===== config.mk =====
export PLATFORM = sky130hd
export DESIGN_NAME = cvt_supervisor
export DESIGN_NICKNAME = d
export VERILOG_FILES = /design/src/rtl/cvt_sup_pkg.sv /design/src/rtl/cvt_persist.sv /design/src/rtl/cvt_fault_timer.sv /design/src/rtl/cvt_sup_fsm.sv /design/src/rtl/cvt_supervisor.sv
export SDC_FILE = /design/constraint.sdc
export NUM_CORES = 1
export LEC_CHECK = 0
export ABC_AREA = 1
export CAP_MARGIN = 0
export CORE_MARGIN = 8
export CORE_UTILIZATION = 45
export DETAILED_ROUTE_END_ITERATION = 12
export GPL_ROUTABILITY_DRIVEN = 0
export PLACE_DENSITY = 0.66
export REMOVE_ABC_BUFFERS = 1
export SLEW_MARGIN = 20
export SYNTH_ARGS = -nofsm -noshare
export SYNTH_HDL_FRONTEND = slang
export SYNTH_SLANG_ARGS = --single-unit

===== constraint.sdc =====
create_clock -name clk -period 2.6 [get_ports clk]
set_input_delay 0.52 -clock clk [delete_from_list [all_inputs] [get_ports clk]]
set_output_delay 0.52 -clock clk [all_outputs]
set_load 0.1 [all_outputs]

===== src/rtl/cvt_sup_pkg.sv =====
package cvt_sup_pkg;

    typedef enum logic [2:0] {
        ST_STOP     = 3'd0,
        ST_SOFT     = 3'd1,
        ST_RUN      = 3'd2,
        ST_SKIP     = 3'd3,
        ST_LATCH    = 3'd4,
        ST_AUTOWAIT = 3'd5
    } sup_state_e;

    typedef struct packed {
        logic drv_en;
        logic ss_active;
        logic latch_dbl;
    } sup_ctl_t;

    // Qualifier slots
    localparam int unsigned QF_UV    = 0;
    localparam int unsigned QF_OVP   = 1;
    localparam int unsigned QF_LHI   = 2;
    localparam int unsigned QF_LLO   = 3;
    localparam int unsigned QF_COUNT = 4;

    function automatic logic is_switching(sup_state_e s);
        return (s == ST_SOFT) || (s == ST_RUN);
    endfunction

    function automatic logic is_powered(sup_state_e s);
        return (s == ST_SOFT) || (s == ST_RUN) || (s == ST_SKIP);
    endfunction

    function automatic logic is_settled(sup_state_e s);
        return (s == ST_RUN) || (s == ST_SKIP);
    endfunction

    function automatic int unsigned qual_len(int unsigned idx, int unsigned blank,
                                             int unsigned lhi, int unsigned llo);
        case (idx)
            QF_UV, QF_OVP: return blank;
            QF_LHI:        return lhi;
            default:       return llo;
        endcase
    endfunction

    // Phase in which each qualifier is allowed to accumulate
    function automatic logic qual_enable(int unsigned idx, sup_state_e s);
        case (idx)
            QF_UV:         return is_powered(s) || (s == ST_AUTOWAIT);
            QF_OVP, QF_LHI: return is_powered(s);
            default:       return is_settled(s);
        endcase
    endfunction

    function automatic sup_ctl_t decode_ctl(sup_state_e s);
        sup_ctl_t c;
        c.drv_en    = is_switching(s);
        c.ss_active = (s == ST_SOFT);
        c.latch_dbl = (s == ST_SOFT);
        return c;
    endfunction

endpackage


===== src/rtl/cvt_persist.sv =====
module cvt_persist #(
    parameter int unsigned LEN = 8
) (
    input  logic clk,
    input  logic rst,
    input  logic en,
    input  logic din,
    output logic hit
);
    localparam int unsigned W = $clog2(LEN + 1);

    logic [W-1:0] cnt;

    always_ff @(posedge clk) begin
        if (rst || !en || !din) begin
            cnt <= '0;
        end else if (cnt != W'(LEN)) begin
            cnt <= cnt + 1'b1;
        end
    end

    assign hit = (cnt == W'(LEN));

endmodule


===== src/rtl/cvt_fault_timer.sv =====
module cvt_fault_timer #(
    parameter int unsigned LEN = 128,
    localparam int unsigned W  = $clog2(LEN + 1)
) (
    input  logic         clk,
    input  logic         rst,
    input  logic         arm,
    input  logic         ilim,
    input  logic         maxduty,
    output logic [W-1:0] count_o,
    output logic         expired
);
    logic [W-1:0] cnt;

    always_ff @(posedge clk) begin
        if (rst || !arm || !ilim) begin
            cnt <= '0;
        end else if ((cnt == '0) && maxduty) begin
            cnt <= '0;
        end else if (cnt != W'(LEN)) begin
            cnt <= cnt + 1'b1;
        end
    end

    assign count_o = cnt;
    assign expired = (cnt == W'(LEN));

endmodule


===== src/rtl/cvt_sup_fsm.sv =====
module cvt_sup_fsm
    import cvt_sup_pkg::*;
#(
    parameter int unsigned SS_TICKS = 4000,
    parameter int unsigned AR_TICKS = 1000000
) (
    input  logic                clk,
    input  logic                rst,
    input  logic                cfg_autorec,
    input  logic                vcc_on,
    input  logic                vcc_reset_lo,
    input  logic                tsd,
    input  logic                cs_stop,
    input  logic                skip_in,
    input  logic                skip_out,
    input  logic                fault_exp,
    input  logic [QF_COUNT-1:0] qual_hit,
    output sup_state_e          state_o,
    output sup_ctl_t            ctl_o
);
    localparam int unsigned PMAX = (SS_TICKS > AR_TICKS) ? SS_TICKS : AR_TICKS;
    localparam int unsigned PW   = $clog2(PMAX + 1);

    sup_state_e    state, nxt;
    logic [PW-1:0] ph_cnt;
    logic          go_down, go_latch, go_fault;

    assign go_down  = tsd || qual_hit[QF_UV];
    assign go_latch = qual_hit[QF_OVP] || qual_hit[QF_LHI] || qual_hit[QF_LLO];
    assign go_fault = is_switching(state) && (fault_exp || cs_stop);

    always_comb begin
        nxt = state;
        if (vcc_reset_lo) begin
            nxt = ST_STOP;
        end else begin
            case (state)
                ST_STOP: begin
                    if (vcc_on && !tsd) nxt = ST_SOFT;
                end
                ST_LATCH: begin
                    nxt = ST_LATCH;
                end
                ST_AUTOWAIT: begin
                    if (go_down || (ph_cnt == PW'(AR_TICKS - 1))) nxt = ST_STOP;
                end
                default: begin
                    if (go_down) begin
                        nxt = ST_STOP;
                    end else if (go_latch) begin
                        nxt = ST_LATCH;
                    end else if (go_fault) begin
                        nxt = cfg_autorec ? ST_AUTOWAIT : ST_LATCH;
                    end else begin
                        case (state)
                            ST_SOFT: if (ph_cnt == PW'(SS_TICKS - 1)) nxt = ST_RUN;
                            ST_RUN:  if (skip_in) nxt = ST_SKIP;
                            ST_SKIP: if (skip_out) nxt = ST_RUN;
                            default: nxt = ST_STOP;
                        endcase
                    end
                end
            endcase
        end
    end

    always_ff @(posedge clk) begin
        if (rst) begin
            state  <= ST_STOP;
            ph_cnt <= '0;
        end else begin
            state <= nxt;
            if (nxt != state) begin
                ph_cnt <= '0;
            end else if (ph_cnt != PW'(PMAX)) begin
                ph_cnt <= ph_cnt + 1'b1;
            end
        end
    end

    assign state_o = state;
    assign ctl_o   = decode_ctl(state);

endmodule


===== src/rtl/cvt_supervisor.sv =====
module cvt_supervisor
    import cvt_sup_pkg::*;
#(
    parameter int unsigned SS_TICKS    = 4000,
    parameter int unsigned FAULT_TICKS = 128000,
    parameter int unsigned BLANK_TICKS = 10000,
    parameter int unsigned LHI_TICKS   = 50000,
    parameter int unsigned LLO_TICKS   = 350000,
    parameter int unsigned AR_TICKS    = 1000000
) (
    input  logic clk,
    input  logic rst,
    input  logic cfg_autorec,
    input  logic vcc_on,
    input  logic vcc_off,
    input  logic vcc_reset_lo,
    input  logic vcc_ovp,
    input  logic tsd,
    input  logic ilim_hit,
    input  logic cs_stop,
    input  logic maxduty_end,
    input  logic skip_in,
    input  logic skip_out,
    input  logic latch_hi,
    input  logic latch_lo,
    output logic drv_en,
    output logic ss_active,
    output logic latch_dbl
);
    localparam int unsigned FW = $clog2(FAULT_TICKS + 1);

    sup_state_e          cur_state;
    sup_ctl_t            ctl;
    logic [QF_COUNT-1:0] q_in, q_en, q_hit;
    logic [FW-1:0]       ft_cnt;
    logic                ft_exp;

    assign q_in[QF_UV]  = vcc_off;
    assign q_in[QF_OVP] = vcc_ovp;
    assign q_in[QF_LHI] = latch_hi;
    assign q_in[QF_LLO] = latch_lo;

    for (genvar g = 0; g < QF_COUNT; g++) begin : g_qual
        assign q_en[g] = qual_enable(g, cur_state);
        cvt_persist #(
            .LEN(qual_len(g, BLANK_TICKS, LHI_TICKS, LLO_TICKS))
        ) u_qual (
            .clk(clk),
            .rst(rst),
            .en (q_en[g]),
            .din(q_in[g]),
            .hit(q_hit[g])
        );
    end

    cvt_fault_timer #(
        .LEN(FAULT_TICKS)
    ) u_fault (
        .clk    (clk),
        .rst    (rst),
        .arm    (is_switching(cur_state)),
        .ilim   (ilim_hit),
        .maxduty(maxduty_end),
        .count_o(ft_cnt),
        .expired(ft_exp)
    );

    cvt_sup_fsm #(
        .SS_TICKS(SS_TICKS),
        .AR_TICKS(AR_TICKS)
    ) u_fsm (
        .clk         (clk),
        .rst         (rst),
        .cfg_autorec (cfg_autorec),
        .vcc_on      (vcc_on),
        .vcc_reset_lo(vcc_reset_lo),
        .tsd         (tsd),
        .cs_stop     (cs_stop),
        .skip_in     (skip_in),
        .skip_out    (skip_out),
        .fault_exp   (ft_exp),
        .qual_hit    (q_hit),
        .state_o     (cur_state),
        .ctl_o       (ctl)
    );

    assign drv_en    = ctl.drv_en;
    assign ss_active = ctl.ss_active;
    assign latch_dbl = ctl.latch_dbl;

endmodule


==> results.toml <==
[job]
drv_cap = 0

[clocking]
root_buffer = "clkbuf_16"
cts_buffers = 9
cts_num_sinks = 103
cts_buffer_depth = 2
clk_pin_slew_ns = 0.07
cts_tree = "built"
clk_latency_ns = 0.35
htreeDepth = 3
cts_resized = 0
postCtsSetupRepairBufs = 0
holdBufCountCts = 0

[grt]
grt_pass1_wl_mm = 18.2
gr-total-overflow = 0
grt_antenna_before_repair = 0
grt_max_degree = 21
grt_pass1_vias = 4298
grtUsageTotal_pct = 14.5

[die]
io_pins = 18
die-width_um = 124
dieArea_um2 = 15400
start_util_pct = 46.0
rows = 39
core_um2 = 11400
die_h_um = 124

[min_path]
hold_start = "g_qual[3].u_qual.cnt[5]$_SDFFE_PP0P_"
holdPathStages = 1
worstHoldEndpoint = "g_qual[3].u_qual.cnt[5]$_SDFFE_PP0P_"
hp-class = "register to register"

[final_layout]
num-fill-cells = 1146
areaGrowthSynthToFinish_pct = 12.1
final_util_pct = 51.6
diodes = 0
final_cell_mix = "nand2_1, inv_1, nor2_1, dfxtp_1, a21oi_1"
final_common_cell = "nand2_1"
nets = 811
final_layout_size_suffix_gt1_share_pct = 11.2

[drt]
routed_wirelength_mm = 10.5
via_per_inst = 4.90
ant_nets = 0
drt-initial-drc-count = 200
wl_per_cell_um = 11.2
drt_first_pass_iters = 4
vias = 4568
drc_errors = 0

[logic_synthesis]
syn_inst = 756
synth_ff_type = "dfxtp_1"
yosysSeqAreaShare_pct = 39.2
yosys.area_share.simple_pct = 31.7
yosysUniqueCellTypes = 43
synth_xor_area_share_pct = 3.00
synth_compound_area_share_pct = 13.3
synth-edff-count = 0
synth_top_family_by_area = "simple AND/OR/NAND/NOR gates"
synthArstFlopShare_pct = 0
synthMuxAreaShare_pct = 0
syn-cell-area_um2 = 5260
synth-seq-cells = 103
ys_warn_count = 0
synth_adder_area_share_pct = 2.86
syn_avg_cell_area_um2 = 6.95

[critical_path]
cp_cell_sequence = "inv_2 -> nor2_2 -> inv_2 -> o21ai_2 -> buf_12"
cp_max_fo = 6
cp_slowest_cell = "dfxtp_1"
reg2reg_from = "g_qual[1].u_qual.cnt[0]$_SDFFE_PP0N_"
cp_data_arrival_time_ns = 1.53
r2r-end = "u_fsm.ph_cnt[8]$_SDFFE_PP0P_"
cp-start-kind = "register"
cpPeakStageDelay_ns = 0.35
critical_path_class = "register to output port"
cp_data_required_time_ns = 2.08
cpMostUsedCell = "inv_2"
crit_family = "buffers and inverters"
reg2reg_slack_ns = 0.57
reg2reg_depth = 16
worst-path-buf-inv = 3
end_kind = "output port"

[place]
dp_hpwl_mm = 8.07
post-place-ws_ns = 0.415
io_buffer_count = 17

[sta]
clock_skew_ns = 0.00562
max_freq_mhz = 488
finalWorstSetupSlack_ns = 0.550
hold_viol = 0
report.final.slew_viol_count = 0
setup_viol = 0
worst_slew_pin_slew_ns = 0.571
timing.slew.headroom_pct = 61.7
timing.final.crit_share_pct = 78.8
rsz0062_at_grt = "no"
fin_crit_ns = 2.05

[pwr]
finalPower_mw = 2.95
power_density_nw_per_um2 = 500
power.leakage_nw = 2.05
vdd_drop_max_v = 0.000602

[outcome]
outcome = "completed"
[report_power, final]
part           internal, mW  switching [mW]  leakage (nW)
registers              1.58         0.00664         0.830
clock network         0.652           0.594         0.117
logic                0.0472          0.0671          1.10
[cell families (layout without fill, tap and decap cells)]
family	after synthesis	in the layout
AND/OR/NAND/NOR	358	358
buffers and inverters	134	167
flip-flops	103	103
XOR/XNOR	18	18
AO/OA/AOI/OAI	131	131
adder cells (fa/ha/maj)	12	12
[worst reg2reg max path, stage by stage, from the launching register on]
cell and delay (ns):
dfxtp_1 0.37, inv_1 0.08, ha_1 0.20, nand3_1 0.09, nor2_1 0.05, nand2_1 0.16, nand2_1 0.07, nor2_1 0.12
nand2_2 0.08, nor2_2 0.12, inv_2 0.05, nand2_1 0.05, nand3_1 0.07, nor2_1 0.11, nand2_1 0.09, buf_12 0.17
nor2_2 0.09
[synthesized netlist by cell type (3+ instances only)]
cell type	n	area, µm²
nor4_1	6	37.5
dfxtp_1	103	2060
xor2_1	16	140
o21a_1	6	45.0
nor3b_1	3	22.5
nand2_1	117	439
inv_2	20	75.1
inv_1	110	413
nand4_1	11	68.8
nand3_1	41	205
nor2_1	103	387
nor2_2	27	169
nand2_2	4	25.0
nor2_4	3	33.8
o21ai_1	3	15.0
a21oi_1	69	345
ha_1	12	150
nor3_1	26	130
o21ai_0	44	220
[area by class of cell]
class	count	area, µm²	area share [%]
clock buffer	10	229	3.88
clock inverter	6	46.3	0.785
inverter	130	488	8.28
multi-input combinational	519	2670	45.3
sequential	103	2060	35.0
tap	143	179	3.04
timing repair buffer	21	218	3.69
[how the worst max path moves through the flow]
stage | start | end | slack [ns] | cells after the start
finish | u_fsm.state_o[1]$_SDFF_PP0_ | drv_en | 0.55 | 5
global route | g_qual[0].u_qual.cnt[0]$_SDFFE_PP0N_ | u_fsm.ph_cnt[15]$_SDFFE_PP0P_ | 0.28 | 16
CTS | u_fsm.state_o[1]$_SDFF_PP0_ | drv_en | 0.52 | 5
detailed placement | rst | u_fault.count_o[13]$_SDFFE_PP0N_ | 0.41 | 8
global placement | tsd | u_fsm.ph_cnt[2]$_SDFFE_PP0P_ | 0.46 | 12
floorplan | u_fsm.state_o[1]$_SDFF_PP0_ | u_fsm.ph_cnt[0]$_SDFFE_PP0P_ | -0.14 | 14
[registers in the layout, indices dropped and copies added, names as in the netlist]
signal and cells:
g_qual.u_qual.cnt 63, u_fsm.ph_cnt 20, u_fault.count_o 17, u_fsm.state_o 3
[metal layers]
metal	GRT usage (%)	routed length [µm]
met5	0	0
met4	4.46	160
met3	4.58	481
met2	23.6	4720
met1	17.9	5090
[per-stage QoR]
step | hold slack [ns] | setup TNS, ns | cells | area (µm²)
2_1_floorplan | 0.423 | -2.83 | 752 | 5220
6_report | 0.464 | 0 | 932 | 5890
5_1_grt | 0.487 | 0 | 932 | 5890
3_3_place_gp | 0.435 | 0 | 916 | 5620
4_1_cts | 0.460 | 0 | 932 | 5890
3_5_place_dp | 0.448 | 0 | 916 | 5620
Power figures use the tool's default switching activity.
